===== src/rtl/vec_loop_seq.sv =====
module vec_loop_seq #(
  parameter int MAXVL = 64,
  parameter int LANES = 4,
  parameter int TAGW  = 32,
  localparam int VLW  = $clog2(MAXVL + 1),
  localparam int WW   = $clog2(LANES + 1)
) (
  input  logic             clk,
  input  logic             rst_n,
  input  logic             op_valid,
  output logic             op_ready,
  input  logic [TAGW-1:0]  op_tag,
  input  logic [VLW-1:0]   op_vl,
  input  logic [MAXVL-1:0] op_pred,
  input  logic [1:0]       op_width,
  output logic             iss_valid,
  input  logic             iss_ready,
  output logic [VLW-1:0]   iss_base,
  output logic [LANES-1:0] iss_mask,
  output logic [TAGW-1:0]  iss_tag,
  output logic             pc_hold,
  output logic             pc_advance
);

  logic             busy_q;
  logic [VLW-1:0]   idx_q, vl_q, vl_in;
  logic [MAXVL-1:0] pred_q;
  logic [WW-1:0]    w_q, w_in;
  logic [TAGW-1:0]  tag_q;
  logic [LANES-1:0] pred_win;
  logic             accept, last;

  assign vl_in  = (op_vl > VLW'(MAXVL)) ? VLW'(MAXVL) : op_vl;
  assign accept = op_valid && !busy_q;

  always_comb begin
    case (op_width)
      2'd0:    w_in = WW'(1);
      2'd1:    w_in = (LANES >= 2) ? WW'(2) : WW'(LANES);
      2'd2:    w_in = (LANES >= 4) ? WW'(4) : WW'(LANES);
      default: w_in = WW'(LANES);
    endcase
  end

  assign last     = ({1'b0, idx_q} + (VLW+1)'(w_q)) >= {1'b0, vl_q};
  assign pred_win = LANES'(pred_q >> idx_q);

  for (genvar l = 0; l < LANES; l++) begin : g_lane
    assign iss_mask[l] = busy_q && (w_q > WW'(l)) &&
                         (({1'b0, idx_q} + (VLW+1)'(l)) < {1'b0, vl_q}) &&
                         pred_win[l];
  end

  always_ff @(posedge clk or negedge rst_n) begin
    if (!rst_n) begin
      busy_q <= 1'b0;
      idx_q  <= '0;
      vl_q   <= '0;
      pred_q <= '0;
      w_q    <= WW'(1);
      tag_q  <= '0;
    end else if (accept) begin
      busy_q <= (vl_in != '0);
      idx_q  <= '0;
      vl_q   <= vl_in;
      pred_q <= op_pred;
      w_q    <= w_in;
      tag_q  <= op_tag;
    end else if (busy_q && iss_ready) begin
      if (last) busy_q <= 1'b0;
      else      idx_q  <= idx_q + VLW'(w_q);
    end
  end

  assign op_ready   = !busy_q;
  assign iss_valid  = busy_q;
  assign iss_base   = idx_q;
  assign iss_tag    = tag_q;
  assign pc_hold    = busy_q;
  assign pc_advance = (accept && vl_in == '0) || (busy_q && iss_ready && last);

endmodule


===== config.mk =====
export PLATFORM = sky130hd
export DESIGN_NAME = vec_loop_seq
export DESIGN_NICKNAME = d
export VERILOG_FILES = /design/src/rtl/vec_loop_seq.sv
export SDC_FILE = /design/constraint.sdc
export NUM_CORES = 1
export LEC_CHECK = 0
export ABC_AREA = 1
export BUFFER_PORTS_ARGS = -buffer_cell sky130_fd_sc_hd__buf_4
export CAP_MARGIN = 0
export CELL_PAD_IN_SITES_DETAIL_PLACEMENT = 0
export CELL_PAD_IN_SITES_GLOBAL_PLACEMENT = 1
export CORE_ASPECT_RATIO = 0.6
export CORE_MARGIN = 5
export CORE_UTILIZATION = 25
export DETAILED_ROUTE_END_ITERATION = 7
export HOLD_SLACK_MARGIN = 0.05
export PLACE_DENSITY = 0.66
export SLEW_MARGIN = 20
export SYNTH_ARGS = -nofsm -noshare
export SYNTH_HDL_FRONTEND = slang
export SYNTH_SLANG_ARGS = --single-unit

===== constraint.sdc =====
create_clock -name clk -period 4.25 [get_ports clk]
set_clock_uncertainty 0.05 [all_clocks]
set_input_delay 0.425 -clock clk [delete_from_list [all_inputs] [get_ports clk]]
set_output_delay 0.425 -clock clk [all_outputs]
set_load 0.01 [all_outputs]

## Word level (Yosys, flattened, before mapping)

Index checks and enable logic that the tools add are counted.

| storage, ports and cells | value |
|---|---|
| logic and storage cells | 57 |
| input bits | 109 |
| register bits after elaboration | 114 |
| memory bits (writable) | 0 |
| latch bits | 0 |
| bits in read-only memories | 0 |
| memories | 0 |

| cells by class | value |
|---|---|
| muxes and demuxes | 8 |
| equality and inequality tests | 2 |
| bitwise gates (word level) | 0 |
| divide/modulo/power cells | 0 |
| order comparisons | 10 |
| $mul | 0 |
| add/subtract/negate cells | 5 |
| shift-type cells | 1 |
| reductions and logical operators | 25 |

Operators with widths:

| cell | count |
|---|---|
| 64-bit by 7-bit right shift with 4-bit output | 1 |
| 7-bit 2-to-1 mux | 4 |
| 8-bit by 7-bit < comparator with 1-bit output | 3 |
| 7-bit by 2-bit adder with 8-bit output (second input constant) | 2 |
| 1-bit logical AND | 16 |
| 7-bit by 1-bit adder with 8-bit output (second input constant) | 1 |
| 7-bit by 3-bit adder with 8-bit output | 1 |
| 8-bit by 7-bit >= comparator with 1-bit output | 1 |
| 7-bit by 3-bit adder with 7-bit output | 1 |
| 7-bit greater-than comparator (second input constant) | 1 |
| 7-bit logical NOT | 1 |
| 7-bit < comparator | 1 |
| 7-bit nonzero test | 1 |
| 3-bit by 1-bit greater-than comparator with 1-bit output (second input constant) | 2 |
| 3-bit by 2-bit greater-than comparator with 1-bit output (second input constant) | 2 |
| 3-bit case mux with 2 select lines | 1 |
| 2-bit AND reduction | 2 |
| 2-bit nonzero test | 2 |
| 1-bit 2-to-1 mux | 3 |
| 2-bit by 1-bit == test with 1-bit output (second input constant) | 1 |
| 2-bit logical NOT | 1 |
| 2-bit != test (second input constant) | 1 |
| 1-bit logical NOT | 1 |
| 1-bit logical OR | 1 |

## Depth between registers and ports, before layout

Gate-level depths: netlist of the first run.

| depth | value |
|---|---|
| word-level depth | 5 |
| mapped depth | 17 |
| mapped depth without buffers | 17 |

## Worst setup path after synthesis of the first run

OpenSTA, ideal clock, no wires.

| timing | value |
|---|---|
| path type | register -> output |
| start point | reg idx_q[1] (netlist: iss_base[1]) |
| end point | out pc_advance |
| data arrival time | 2801 ps |
| path slack | 974 ps |
| cell stages (with the launch flop) | 15 |
| path through | dfrtp_1 > inv_2 > clkbuf_1 > fa_1 > inv_1 > a21oi_1 > nor3_1 > xor2_1 > ha_1 > inv_1 > o21bai_1 > a21oi_2 > nand3_2 > nand2_1 > o21ai_0 |

| on the way | value |
|---|---|
| cells in the longest elaborated chain, start to end | 4 |

Ends and longest elaborated chain:

| item | line | text |
|---|---|---|
| from (decl) | 26 | `logic [VLW-1:0] idx_q, vl_q, vl_in;` |
| from (signal assigned) | 71 | `else idx_q <= idx_q + VLW'(w_q);` |
| 7-bit by 3-bit adder with 8-bit output | 45 | `assign last = ({1'b0, idx_q} + (VLW+1)'(w_q)) >= {1'b0, vl_q};` |
| 8-bit by 7-bit >= comparator with 1-bit output | 45 |  |
| 1-bit logical AND | 80 | `assign pc_advance = (accept && vl_in == '0) \|\| (busy_q && iss_ready && last);` |
| 1-bit logical OR | 80 |  |
| to (decl) | 22 | `output logic pc_advance` |

No other way between the ends.

## Worst setup path in the final report of the first run

| timing | value |
|---|---|
| start point | reg w_q[0] |
| end point | out pc_advance |

| on the way | value |
|---|---|
| cells in the longest elaborated chain, start to end | 4 |

Ends and longest elaborated chain:

| item | line | text |
|---|---|---|
| from (decl) | 28 | `logic [WW-1:0] w_q, w_in;` |
| from (signal assigned) | 67 | `w_q <= w_in;` |
| 7-bit by 3-bit adder with 8-bit output | 45 |  |
| 8-bit by 7-bit >= comparator with 1-bit output | 45 |  |
| 1-bit logical AND | 80 |  |
| 1-bit logical OR | 80 |  |

No other way between the ends.

==> results.tsv, run 1 <==
stage	metric	value	unit
clock_tree	Worst-Skew Late Latency	0.43	ns
layout	Area Overhead vs Synth	27.2	%
synth	top_reg_cell synth	dfrtp_1	
die	starting density of the core	25.4	%
setup_path	CP max FO	8	
global_routing	first-pass GRT wire length	42.3	mm
drt	Final ANT Viol Nets	0	
synth	ys async rst share	100	%
die	chip width	236	µm
synth	Seq/Total Area, Yosys	37.4	%
clock_tree	CTS tree	yes	
clock_tree	# Post-CTS Setup Buffers	0	
drt	wire per inst	15.4	µm
place	Post-Place Cells	1649	
global_routing	Total GRT Usage	15.3	%
place	Cell Area, Placed	9080	µm²
setup_path	Worst Setup Start Kind	register	
global_routing	largest net degree at the start of global routing	85	
global_routing	initial antenna violation count	2	
layout	Util after Layout	32.3	%
timing	Worst Hold Slack	0.109	ns
synth	warnings from Yosys	0	
min_path	Hold Path Class	input port to register	
synth	number of synthesized flops with an enable pin	0	
synth	Synth Register Bits	114	
synth	Synthesized Nets	1278	
outcome	status	finished, final reports clean	
timing	worst slew pin tran	1.07	ns
timing	fin crit share	94.5	%
drt	Initial DRC Count	534	
die	Die Ht	145	µm
clock_tree	CTS Sinks	114	
synth	largest area contributor in the netlist	dfrtp_1	
layout	post-route cell area	9710	µm²
setup_path	worst setup path category	register to primary output	
setup_path	crit end category	primary output	
synth	top cell type's share of synthesized area	37.0	%
power	P per Cell Area	812	nW/µm²
global_routing	vias in the first global route	7698	
drt	via count	7569	
synth	Synth cell types	40	
layout	layout cells sized above 1	17.5	%
job	Max-Cap Viols	0	
clock_tree	Max H-tree Level	4	
drt	drc violations	0	
drt	router iterations before antenna repair	6	
synth	Post-Syn Area per Cell	6.75	µm²
clock_tree	cts bufs inserted	17	
global_routing	gr ovfl total	0	
die	Die ar.	34200	µm²
layout	Final Net Count	1409	
timing	unrepaired setup endpoints after global routing	false	
layout	# diodes	0	
power	peak supply drop	267	µV
die	core region area	30000	µm²
timing	Finish-stage setup viols	0	
synth	Area contributors post-synth	dfrtp_1 (37%), nand2_1 (28%), ha_1 (6.2%), nand3_1 (6.2%), inv_1 (3.3%)	
synth	Gate Count Post-Synth	1130	
layout	final cell count without fillers	1682	
timing	Tmin final	4.01	ns
die	# rows	49	
clock_tree	Root Driver	clkbuf_16	
die	Ports	156	
setup_path	Critical Path RT	3.77	ns
power	leakage	5.21	nW
synth	synthesized area	7630	µm²
timing	Hold Fails Final Rpt	0	
setup_path	CP Data Arrival Time	3.54	ns
place	port buffer count	155	
timing	setup TNS	0	ns
drt	vias per cell	4.50	
timing	fmax	249	MHz
place	routability-driven placement congestion ratio	0.858	
clock_tree	CTS clock-pin slew for the worst setup and hold paths	0.05	ns
timing	Slew Viols, Final	0	
drt	final WL	25.9	mm
place	post-DP HPWL	19.0	mm
clock_tree	Clock Tree Buf Depth	2	
timing	Worst slew margin	28.6	%
==> sequential cells by signal (all words and copies together) (netlist names) <==
| register | flops |
|---|---|
| w_q | 3 |
| vl_q | 7 |
| pred_q | 64 |
| iss_valid | 1 |
| iss_tag | 32 |
| iss_base | 7 |
==> report_power, final <==
group | leakage (nW) | internal [W] | switching, W | total [W]
logic | 3.49 | 0.00160 | 0.00280 | 0.00439
registers | 1.42 | 0.00159 | 0.000389 | 0.00198
clock network | 0.298 | 0.000943 | 0.000567 | 0.00151
==> worst max-delay path: stages (launching register included) <==
cell	delay, ns
dfstp_2	0.55
ha_1	0.17
inv_1	0.06
fa_1	0.41
inv_1	0.08
a21oi_1	0.07
nor3_1	0.20
xor2_1	0.26
ha_1	0.32
inv_1	0.07
o21bai_1	0.09
a21oi_2	0.32
nand3_2	0.15
nand2_1	0.11
o21ai_0	0.09
buf_4	0.18
==> synthesized netlist by cell type, types with 3 or more instances <==
library cell	instances
nand3_1	94
o21ai_0	39
buf_2	26
ha_1	38
o22ai_1	6
nand2_1	564
o211ai_1	3
buf_1	3
clkbuf_1	11
nor2_1	43
or2_2	3
xor2_1	16
a21oi_1	29
buf_4	10
dfrtp_1	113
o21ai_1	6
inv_1	67
nand4_1	10
nor3_1	7
or2_1	4
inv_2	4
buf_6	8
==> metrics by stage <==
stage	setup WS, ns	power, W
floorplan	0.974	0.00488
global placement	0.833	0.00632
detailed placement	0.716	0.00636
CTS	0.222	0.00794
global route	0.0133	0.00868
finish	0.236	0.00788
==> layout make-up <==
cell class | count | area [µm²]
clock inverters | 14 | 176
multi-input cells | 887 | 4170
clock buffers | 18 | 439
well taps | 408 | 510
flip-flops and latches | 114 | 2860
inverters | 71 | 269
repair buffers | 170 | 1290
fillers | 3358 | 20300
==> per-layer routing <==
layer	part of all wire (%)	GRT usage (%)	up-vias
met5	0.077	0	-
met4	0.65	2.70	2
met3	5.8	4.73	13
met2	40	21.6	174
met1	53	23.2	3542
li1	-	-	3838
==> cell usage in the layout, fill, tap and decap left out, types with 3 or more instances in the layout <==
cell,netlist,layout
nor2_1,43,43
o211ai_1,3,3
o21ai_1,6,6
clkinv_4,0,3
or2_1,4,4
nand2_1,564,564
nor3_1,7,7
nand4_1,10,10
a21oi_1,29,29
bufinv_16,0,3
inv_1,67,66
xor2_1,16,16
inv_6,0,4
buf_4,10,168
nand3_1,94,94
ha_1,38,38
o22ai_1,6,6
nand2_4,2,3
inv_2,4,4
clkbuf_16,0,17
dfrtp_1,113,111
o21ai_0,39,39
or2_2,3,3
==> final timing paths <==
kind                             startpoint           to  slack (ns)  cells past startpoint
worst max-delay path                 w_q[0]   pc_advance        0.24                     15
worst max register to register       w_q[0]  iss_base[5]        1.02                     16
worst min register to register  iss_tag[13]  iss_tag[13]        0.43                      2
max in group asynchronous             rst_n  iss_tag[28]        2.83                      3
worst min-delay path            op_width[0]       w_q[0]        0.11                      2
min in group asynchronous             rst_n   pred_q[59]        0.52                      2
==> cell families (layout without fill, tap and decap cells) <==
| kind of cell | count (synthesis) | after routing | synth area share [%] |
|---|---|---|---|
| AOI/OAI and AO/OA | 95 | 95 | 7.07 |
| buffers and inverters | 129 | 273 | 8.05 |
| xor gates and xnor gates | 18 | 18 | 2.07 |
| DFF | 114 | 114 | 37.4 |
| adders and majority gates | 39 | 39 | 6.49 |
| and+or+nand+nor | 735 | 735 | 38.9 |
==> repair_timing <==
action	4_1_cts	5_1_grt
endpoints found under the hold margin	47	0
hold buffers	1	0
setup endpoints to repair	0	1
resized for setup	0	1
Note: power is estimated with default switching activity, not from simulation.
==> run 2, diff against run 1 <==
Settings changed: CTS_CLUSTER_DIAMETER set to 150, PLACE_DENSITY 0.66 to unset, PLACE_DENSITY_LB_ADDON set to 0.1.
==> run 2 against run 1 <==
Sequential share of layout area about the same. Global-route usage grew 0.93 points. Utilization is essentially flat. Critical path depth down 2. Register-to-register slack better by 0.11 ns. Die area unchanged. Highest routed layer is now met4.
==> results.tsv, run 2 (synthesized netlist as in run 1, its figures left out) <==
stage	metric	value	unit
power	peak supply drop	324	µV
setup_path	R2R cell count	14	
min_path	min-delay src	op_width[0]	
power	Pint	0.00415	W
die	starting density of the core	25.4	%
layout	Final Net Count	1409	
timing	Slew Viols, Final	0	
power	Combinational Power Share	55.4	%
setup_path	worst reg2reg startpoint	iss_base[2]	
clock_tree	Root Driver	clkbuf_16	
clock_tree	CTS Sinks	114	
timing	Finish-stage setup viols	0	
die	Die Ht	145	µm
global_routing	gr ovfl total	0	
drt	final WL	27.7	mm
clock_tree	Worst-Skew Late Latency	0.43	ns
layout	# fillers	3326	
clock_tree	Clock Tree Buf Depth	2	
drt	vias per cell	4.46	
power	leakage	5.20	nW
drt	Initial DRC Count	561	
die	# rows	49	
layout	Largest register FFs	64	
global_routing	initial antenna violation count	0	
setup_path	Worst Setup Start Kind	register	
clock_tree	CTS clock-pin slew for the worst setup and hold paths	0.06	ns
global_routing	largest net degree at the start of global routing	93	
setup_path	Critical Path RT	3.77	ns
die	Die ar.	34200	µm²
global_routing	vias in the first global route	7597	
setup_path	crit end category	primary output	
die	core region area	30000	µm²
timing	fmax	257	MHz
min_path	WHS Endpoint	w_q[0]	
clock_tree	cts bufs inserted	17	
power	Psw	0.00378	W
power	sw frac	47.6	%
timing	fin crit share	91.4	%
place	routability-driven placement congestion ratio	0.793	
setup_path	CP Data Arrival Time	3.41	ns
global_routing	Total GRT Usage	16.3	%
min_path	Hold Path Class	input port to register	
place	post-DP HPWL	20.6	mm
timing	Hold Fails Final Rpt	0	
place	port buffer count	155	
layout	# diodes	0	
drt	wire per inst	16.5	µm
clock_tree	CTS tree	yes	
drt	drc violations	0	
place	Post-Place Cells	1649	
layout	most common library cell in the layout ignoring fill and taps	nand2_1	
setup_path	worst setup path category	register to primary output	
setup_path	worst reg2reg setup slack	1.13	ns
clock_tree	# Post-CTS Setup Buffers	0	
drt	router iterations before antenna repair	5	
timing	Tmin final	3.89	ns
die	Ports	156	
layout	final cell count without fillers	1682	
power	Clk pwr share	19.2	%
timing	unrepaired setup endpoints after global routing	false	
setup_path	CP max FO	13	
die	chip width	236	µm
global_routing	first-pass GRT wire length	44.2	mm
layout	most frequent cells in the layout	nand2_1 (564), buf_4 (169), dfrtp_1 (112), nand3_1 (94), inv_1 (66)	
layout	layout cells sized above 1	17.3	%
drt	Final ANT Viol Nets	0	
outcome	status	finished, final reports clean	
timing	worst slew pin tran	0.956	ns
layout	Biggest register	pred_q	
power	P per Cell Area	817	nW/µm²
job	Max-Cap Viols	0	
clock_tree	Max H-tree Level	4	
timing	Worst Hold Slack	0.119	ns
timing	setup TNS	0	ns
layout	Area Overhead vs Synth	27.2	%
drt	via count	7505	
min_path	hold path depth	2	
power	Final Power	0.00793	W
timing	Worst slew margin	36.3	%
power	Reg power frac	25.3	%
setup_path	FF-to-FF End	iss_base[0]	
[run 2: final cells by class]
cell class	count	area [µm²]	share of cell area, %
Clock inverter	10	146	1.51
Inverter	71	269	2.77
Sequential cell	114	2860	29.4
Tap cell	408	510	5.26
Clock buffer	22	474	4.88
Timing Repair Buffer	170	1280	13.2
Multi-Input combinational cell	887	4180	43.0
[run 2: per-layer routing]
metal | vias up | share of wire (%) | GRT usage (%)
met1 | 3540 | 55 | 25.7
li1 | 3826 | - | -
met3 | 9 | 4.8 | 3.90
met5 | - | 0 | 0
met2 | 130 | 40 | 22.6
met4 | 0 | 0.53 | 2.67
[run 2: critical path, cell delays in order, from the launching register on]
cell and delay (ns):
dfrtp_1 0.72, ha_1 0.38, a21oi_1 0.14, nand2_1 0.17, nand2_1 0.12, xor2_1 0.21, ha_1 0.28, a21oi_1 0.15
o21bai_1 0.11, a21oi_4 0.24, nand3_2 0.13, nand2_1 0.10, o21ai_0 0.09, buf_4 0.15
[run 2: worst max-delay path by stage]
stage | start | to | slack, ns
final | iss_base[2] | pc_advance | 0.36
after global routing | iss_base[2] | pc_advance | 0.03
after CTS | w_q[0] | pc_advance | 0.31
after detailed placement | iss_base[2] | pc_advance | 0.77
after global placement | iss_base[2] | pc_advance | 0.85
after floorplan | iss_base[1] | pc_advance | 0.97
[run 2: through the flow]
step | worst slack [ns] | cell area (µm²) | utilization, %
CTS | 0.307 | 9700 | 32.3
global placement | 0.847 | 9070 | 30.2
floorplan | 0.974 | 7630 | -
finish | 0.364 | 9710 | 32.3
detailed placement | 0.769 | 9070 | 30.2
global route | 0.0311 | 9710 | 32.3
[run 2: timing repair]
action	in CTS	in global routing
hold buffers	1	0
endpoints found under the setup margin	0	1
resized for setup	0	1
endpoints found under the hold margin	9	0
[run 2: power groups by stage]
stage          clock network, W  registers [W]  logic (W)
2_1_floorplan                 0        0.00195    0.00294
3_3_place_gp                  0        0.00202    0.00442
3_5_place_dp                  0        0.00202    0.00442
4_1_cts                 0.00157        0.00201    0.00444
5_1_grt                 0.00162        0.00208    0.00506
6_report                0.00153        0.00201    0.00440
